`src/rtl/ffe_pkg.sv`:
```
package ffe_pkg;

  // Map an NRZ bit to its signed symbol.
  function automatic int sym_of(input logic b);
    return b ? 1 : -1;
  endfunction

  // Limit a tap code to the largest legal weight.
  function automatic int tap_limit(input int code, input int max_code);
    return (code > max_code) ? max_code : code;
  endfunction

  // Weighted sum over the three bit positions; side taps subtract.
  function automatic int tap_sum(input int main_w, input int pre_w, input int post_w,
                                 input logic nx, input logic cu, input logic pv);
    return main_w * sym_of(cu) - pre_w * sym_of(nx) - post_w * sym_of(pv);
  endfunction

  // Peak drive level for an amplitude code.
  function automatic int peak_of(input int amp, input int base_mv, input int step_mv);
    return base_mv + step_mv * amp;
  endfunction

  // raw*peak/denom, nearest integer, ties away from zero.
  function automatic int norm_round(input int raw, input int peak, input int denom);
    int num;
    int mag;
    int q;
    num = raw * peak;
    mag = (num < 0) ? -num : num;
    q   = (mag + denom / 2) / denom;
    return (num < 0) ? -q : q;
  endfunction

endpackage

```
`src/rtl/ffe_src_sel.sv`:
```
module ffe_src_sel (
  input  logic data_bit,
  input  logic lpbk_bit,
  input  logic lpbk_sel,
  output logic sel_bit
);
  always_comb sel_bit = lpbk_sel ? lpbk_bit : data_bit;
endmodule

```
`src/rtl/ffe_history.sv`:
```
module ffe_history (
  input  logic clk,
  input  logic rst_n,
  input  logic shift_en,
  input  logic new_bit,
  output logic cur_q,
  output logic prev_q
);
  always_ff @(posedge clk or negedge rst_n) begin
    if (!rst_n) begin
      cur_q  <= 1'b1;
      prev_q <= 1'b1;
    end else if (shift_en) begin
      prev_q <= cur_q;
      cur_q  <= new_bit;
    end
  end

  AST_HIST_SHIFT: assert property (@(posedge clk) disable iff (!rst_n)
    shift_en |=> (cur_q == $past(new_bit) && prev_q == $past(cur_q)));

  AST_HIST_KEEP: assert property (@(posedge clk) disable iff (!rst_n)
    !shift_en |=> ($stable(cur_q) && $stable(prev_q)));
endmodule

```
`src/rtl/ffe_level_calc.sv`:
```
module ffe_level_calc #(
  parameter int TAP_W   = 8,
  parameter int TAP_MAX = 128,
  parameter int AMP_W   = 4,
  parameter int BASE_MV = 100,
  parameter int STEP_MV = 25,
  parameter int OUT_W   = 11
) (
  input  logic                    clk,
  input  logic                    rst_n,
  input  logic [TAP_W-1:0]        pre_code,
  input  logic [TAP_W-1:0]        post_code,
  input  logic [AMP_W-1:0]        amp_code,
  input  logic                    inv,
  input  logic                    nx_bit,
  input  logic                    cu_bit,
  input  logic                    pv_bit,
  output logic signed [OUT_W-1:0] level,
  output logic signed [OUT_W-1:0] peak_mv
);
  import ffe_pkg::*;

  int eff_pre;
  int eff_post;
  int denom;
  int pk;
  int raw;
  int scaled;

  always_comb begin
    eff_pre  = tap_limit(int'(pre_code), TAP_MAX);
    eff_post = tap_limit(int'(post_code), TAP_MAX);
    denom    = TAP_MAX + eff_pre + eff_post;
    pk       = peak_of(int'(amp_code), BASE_MV, STEP_MV);
    raw      = tap_sum(TAP_MAX, eff_pre, eff_post, nx_bit, cu_bit, pv_bit);
    scaled   = norm_round(raw, pk, denom);
    if (inv) scaled = -scaled;
    level    = OUT_W'(scaled);
    peak_mv  = OUT_W'(pk);
  end

  AST_FULL_SWING: assert property (@(posedge clk) disable iff (!rst_n)
    (nx_bit != cu_bit && pv_bit != cu_bit) |-> (level == peak_mv || level == -peak_mv));

  AST_TAP_CLAMP: assert property (@(posedge clk) disable iff (!rst_n)
    (int'(pre_code) >= TAP_MAX && post_code == '0 && nx_bit == cu_bit) |-> level == '0);
endmodule

```
`src/rtl/tx_ffe_lane.sv`:
```
module tx_ffe_lane #(
  parameter int TAP_W   = 8,
  parameter int TAP_MAX = 128,
  parameter int AMP_W   = 4,
  parameter int BASE_MV = 100,
  parameter int STEP_MV = 25,
  parameter int OUT_W   = 11
) (
  input  logic                    clk,
  input  logic                    rst_n,
  input  logic                    bit_vld,
  input  logic                    data_bit,
  input  logic                    lpbk_bit,
  input  logic                    lpbk_sel,
  input  logic [TAP_W-1:0]        cfg_pre,
  input  logic [TAP_W-1:0]        cfg_post,
  input  logic [AMP_W-1:0]        cfg_amp,
  input  logic                    cfg_inv,
  output logic                    out_vld,
  output logic signed [OUT_W-1:0] out_mv
);
  localparam int PEAK_MAX = BASE_MV + STEP_MV * ((1 << AMP_W) - 1);

  logic                    new_bit;
  logic                    cur_q;
  logic                    prev_q;
  logic signed [OUT_W-1:0] next_level;
  logic signed [OUT_W-1:0] cfg_peak;

  ffe_src_sel u_src (
    .data_bit (data_bit),
    .lpbk_bit (lpbk_bit),
    .lpbk_sel (lpbk_sel),
    .sel_bit  (new_bit)
  );

  ffe_history u_hist (
    .clk      (clk),
    .rst_n    (rst_n),
    .shift_en (bit_vld),
    .new_bit  (new_bit),
    .cur_q    (cur_q),
    .prev_q   (prev_q)
  );

  ffe_level_calc #(
    .TAP_W(TAP_W), .TAP_MAX(TAP_MAX), .AMP_W(AMP_W),
    .BASE_MV(BASE_MV), .STEP_MV(STEP_MV), .OUT_W(OUT_W)
  ) u_calc (
    .clk       (clk),
    .rst_n     (rst_n),
    .pre_code  (cfg_pre),
    .post_code (cfg_post),
    .amp_code  (cfg_amp),
    .inv       (cfg_inv),
    .nx_bit    (new_bit),
    .cu_bit    (cur_q),
    .pv_bit    (prev_q),
    .level     (next_level),
    .peak_mv   (cfg_peak)
  );

  always_ff @(posedge clk or negedge rst_n) begin
    if (!rst_n) begin
      out_vld <= 1'b0;
      out_mv  <= '0;
    end else begin
      out_vld <= bit_vld;
      if (bit_vld) out_mv <= next_level;
    end
  end

  AST_VLD_ECHO: assert property (@(posedge clk) disable iff (!rst_n)
    bit_vld |=> out_vld);

  AST_VLD_QUIET: assert property (@(posedge clk) disable iff (!rst_n)
    !bit_vld |=> !out_vld);

  AST_HOLD_IDLE: assert property (@(posedge clk) disable iff (!rst_n)
    !bit_vld |=> $stable(out_mv));

  AST_PEAK_BOUND: assert property (@(posedge clk) disable iff (!rst_n)
    (out_mv <= OUT_W'(PEAK_MAX)) && (out_mv >= -OUT_W'(PEAK_MAX)));

  AST_LEVEL_IN_CFG: assert property (@(posedge clk) disable iff (!rst_n)
    bit_vld |=> (out_mv <= $past(cfg_peak) && out_mv >= -$past(cfg_peak)));
endmodule

```
`config.mk`:
```
export PLATFORM = sky130hd
export DESIGN_NAME = tx_ffe_lane
export DESIGN_NICKNAME = d
export VERILOG_FILES = /design/src/rtl/ffe_pkg.sv /design/src/rtl/ffe_src_sel.sv /design/src/rtl/ffe_history.sv /design/src/rtl/ffe_level_calc.sv /design/src/rtl/tx_ffe_lane.sv
export SDC_FILE = /design/constraint.sdc
export NUM_CORES = 1
export LEC_CHECK = 0
export BUFFER_PORTS_ARGS = -buffer_cell sky130_fd_sc_hd__buf_2
export CAP_MARGIN = 10
export CORE_MARGIN = 8
export CORE_UTILIZATION = 35
export DETAILED_ROUTE_END_ITERATION = 12
export HOLD_SLACK_MARGIN = 0.1
export PLACE_DENSITY = 0.6
export RECOVER_POWER = 100
export SLEW_MARGIN = 20
export SYNTH_ARGS = -nofsm -noshare
export SYNTH_HDL_FRONTEND = slang
export SYNTH_SLANG_ARGS = --single-unit
```
`constraint.sdc`:
```
create_clock -name clk -period 346.8 [get_ports clk]
set_input_delay 52.02 -clock clk [delete_from_list [all_inputs] [get_ports clk]]
set_output_delay 52.02 -clock clk [all_outputs]
set_load 0.05 [all_outputs]
```
==> qor.yml <==
core_area_mm2: 0.107
cp-end-kind: "flop"
grt_max_degree: 37
final_layout_size_suffix_gt1_frac: 0.0615
diodes: 0
ctsHtreeMaxLevel: 1
mostFrequentLayoutCells: "inv_1, ha_1, nor2_1"
syn_inst: 5080
ctsHoldBuffers: 0
post_cts_buffers: 0
cp_common_cell: "o21a_1"
syn_area_mm2: 0.0374
cts_tree: "done"
violations: "max-capacitance violations, max-slew violations"
ctsLongestPathBuffers: 2
min_path_type: "flop to flop"
port_buffers: 38
routed_via_density: 5.65
startpoint_type: "input port"
cts_buffers: 3
drv_cap: 1
die_y_um: 343
hold_viol_final: 0
synth_ff_type: "dfrtp_1"
async_flop_share: 1.00
required_ns: 346.95
drt-initial-drc-count: 2632
synth-warning-count: 0
grt_overflow_total: 0
synth-edff-count: 0
place.gp.congestion: 0.918
die_area_mm2: 0.118
cts-root-buf: "clkbuf_16"
final_common_cell: "inv_1"
grt.met1_usage: 0.260
crit_start: "lpbk_sel"
rsz0062_at_grt: "false"
grt_pass1_wl_um: 183000
grt_pass1_vias: 35200
ios: 39
cts_resized: 0
crit_slowest_cell: "nor4b_1"
critPathKind: "input port to flop"
fp-row-count: 120
worst_ep_arrival_time_ns: 178.38
vias: 36300
min-delay-start: "out_mv[6]"
synthTopCellsByArea: "ha_1, fa_1, inv_1, nor2_1, xnor2_1"
clock_sink_count: 14
clock_latency_ns: 0.27
syn_nets: 5897
ys_seq_area_frac: 0.00943
wl_per_cell_um: 17.2
met3_usage: 0.0153
clkTransAtPathRegs_ns: 0.07
relSlewSlack: -0.108
slowest_delay_ns: 1.32
dr.pass1.iters: 5
status: "finished, violations left"
tightest_slew_ns: 1.64
crit_path_max_fanout: 30
synth.largest_area_cell: "ha_1"
grt_antenna_before_repair: 0
final_nets: 5839
final-setup-viol-count: 0
post-route-period-util: 0.514
routed_wirelength_um: 110000
synth_top_area_share: 0.171
initial_core_util: 0.351
ys_seq_elements: 14
drv_slew: 11
drc: 0
met2_usage: 0.306
critical_path.reg2reg.startpoint: "u_hist.prev_q"
skew_ns: 0.00798
grt.busiest_layer: "met2"
tns_ns: 0
synth.distinct_cells: 140
die_w_um: 343
ant_nets: 0
synth_area_per_cell_um2: 7.37
track_usage: 0.184
place_hpwl_um: 91600
syn_to_final_growth_pct: 4.60
period_minus_slack_ns: 178.22
max_freq_ghz: 0.00561
-- final cells by class --
class	count	area (um2)
fill	11300	67400
multi-input combinational	4368	34400
inverter	557	2090
tap	1403	1760
timing repair buffer	78	469
sequential	14	353
clock buffer	4	88.8
-- per-layer routing --
| layer | routed length, um | part of all wire |
|---|---|---|
| met3 | 5140 | 0.047 |
| met4 | 1970 | 0.018 |
| met1 | 53600 | 0.49 |
| met5 | 0 | 0 |
| met2 | 49600 | 0.45 |
-- metrics by stage --
step | area [um2] | utilization | setup slack, ns | hold slack, ns | std cells
floorplan | 37400 | - | 184.54 | 0.487 | 5080
global placement | 39100 | 0.367 | 177.02 | 0.487 | 6420
detailed placement | 39100 | 0.367 | 173.73 | 0.492 | 6420
CTS | 39200 | 0.368 | 173.54 | 0.514 | 6424
global route | 39200 | 0.367 | 157.21 | 0.542 | 6424
finish | 39200 | 0.367 | 168.58 | 0.510 | 6424
-- cells by family (layout without fill, tap and decap cells) --
| kind of cell | Yosys count | count (layout) | share of synthesized area |
|---|---|---|---|
| buffers and inverters | 698 | 639 | 0.0724 |
| XOR/XNOR | 278 | 278 | 0.0680 |
| flip-flops | 14 | 14 | 0.00943 |
| AND/OR/NAND/NOR | 1921 | 1921 | 0.259 |
| adder cells (fa/ha/maj) | 792 | 792 | 0.320 |
| AO/OA/AOI/OAI | 1281 | 1281 | 0.243 |
| multiplexers | 96 | 96 | 0.0279 |
-- flip-flops by register name (all words and copies together) (netlist names) --
register       count
out_mv            11
out_vld            1
u_hist.cur_q       1
u_hist.prev_q      1
-- Yosys cell counts (all sizes together) (36+ instances only) --
master / n
and2: 112
inv: 556
mux2i: 36
o211ai: 50
or3: 56
o21ai: 198
xnor2: 195
nand3: 123
nor2b: 67
a21oi: 249
nor4: 53
mux2: 60
nor3: 288
xor2: 81
ha: 513
o21a: 220
buf: 58
a21o: 70
fa: 277
a31oi: 59
clkbuf: 83
o31ai: 105
nor2: 472
nand2: 446
or2: 53
nand2b: 54
and3: 45
a211oi: 47
nand4: 53
-- worst paths after layout --
check                      cells past startpoint   endpoint  slack, ns
max                                          540  out_mv[8]     168.58
min                                            1  out_mv[6]       0.51
max reg2reg                                  537  out_mv[8]     220.69
min reg2reg                                    1  out_mv[6]       0.51
max in group asynchronous                      1  out_mv[1]     294.35
min in group asynchronous                      1  out_mv[5]      51.87
-- critical path, delay by kind of cell --
family / cells / cell delay, ns
muxes: 9 / 2.81
adders and majority gates: 54 / 20.03
xor gates and xnor gates: 2 / 0.99
buffers and inverters: 34 / 4.69
AOI/OAI and AO/OA: 298 / 62.87
and+or+nand+nor: 143 / 34.75
Power is left out: the tool's default activity adds up to more than one toggle a clock period on the data nets, which glitch-free logic cannot reach.
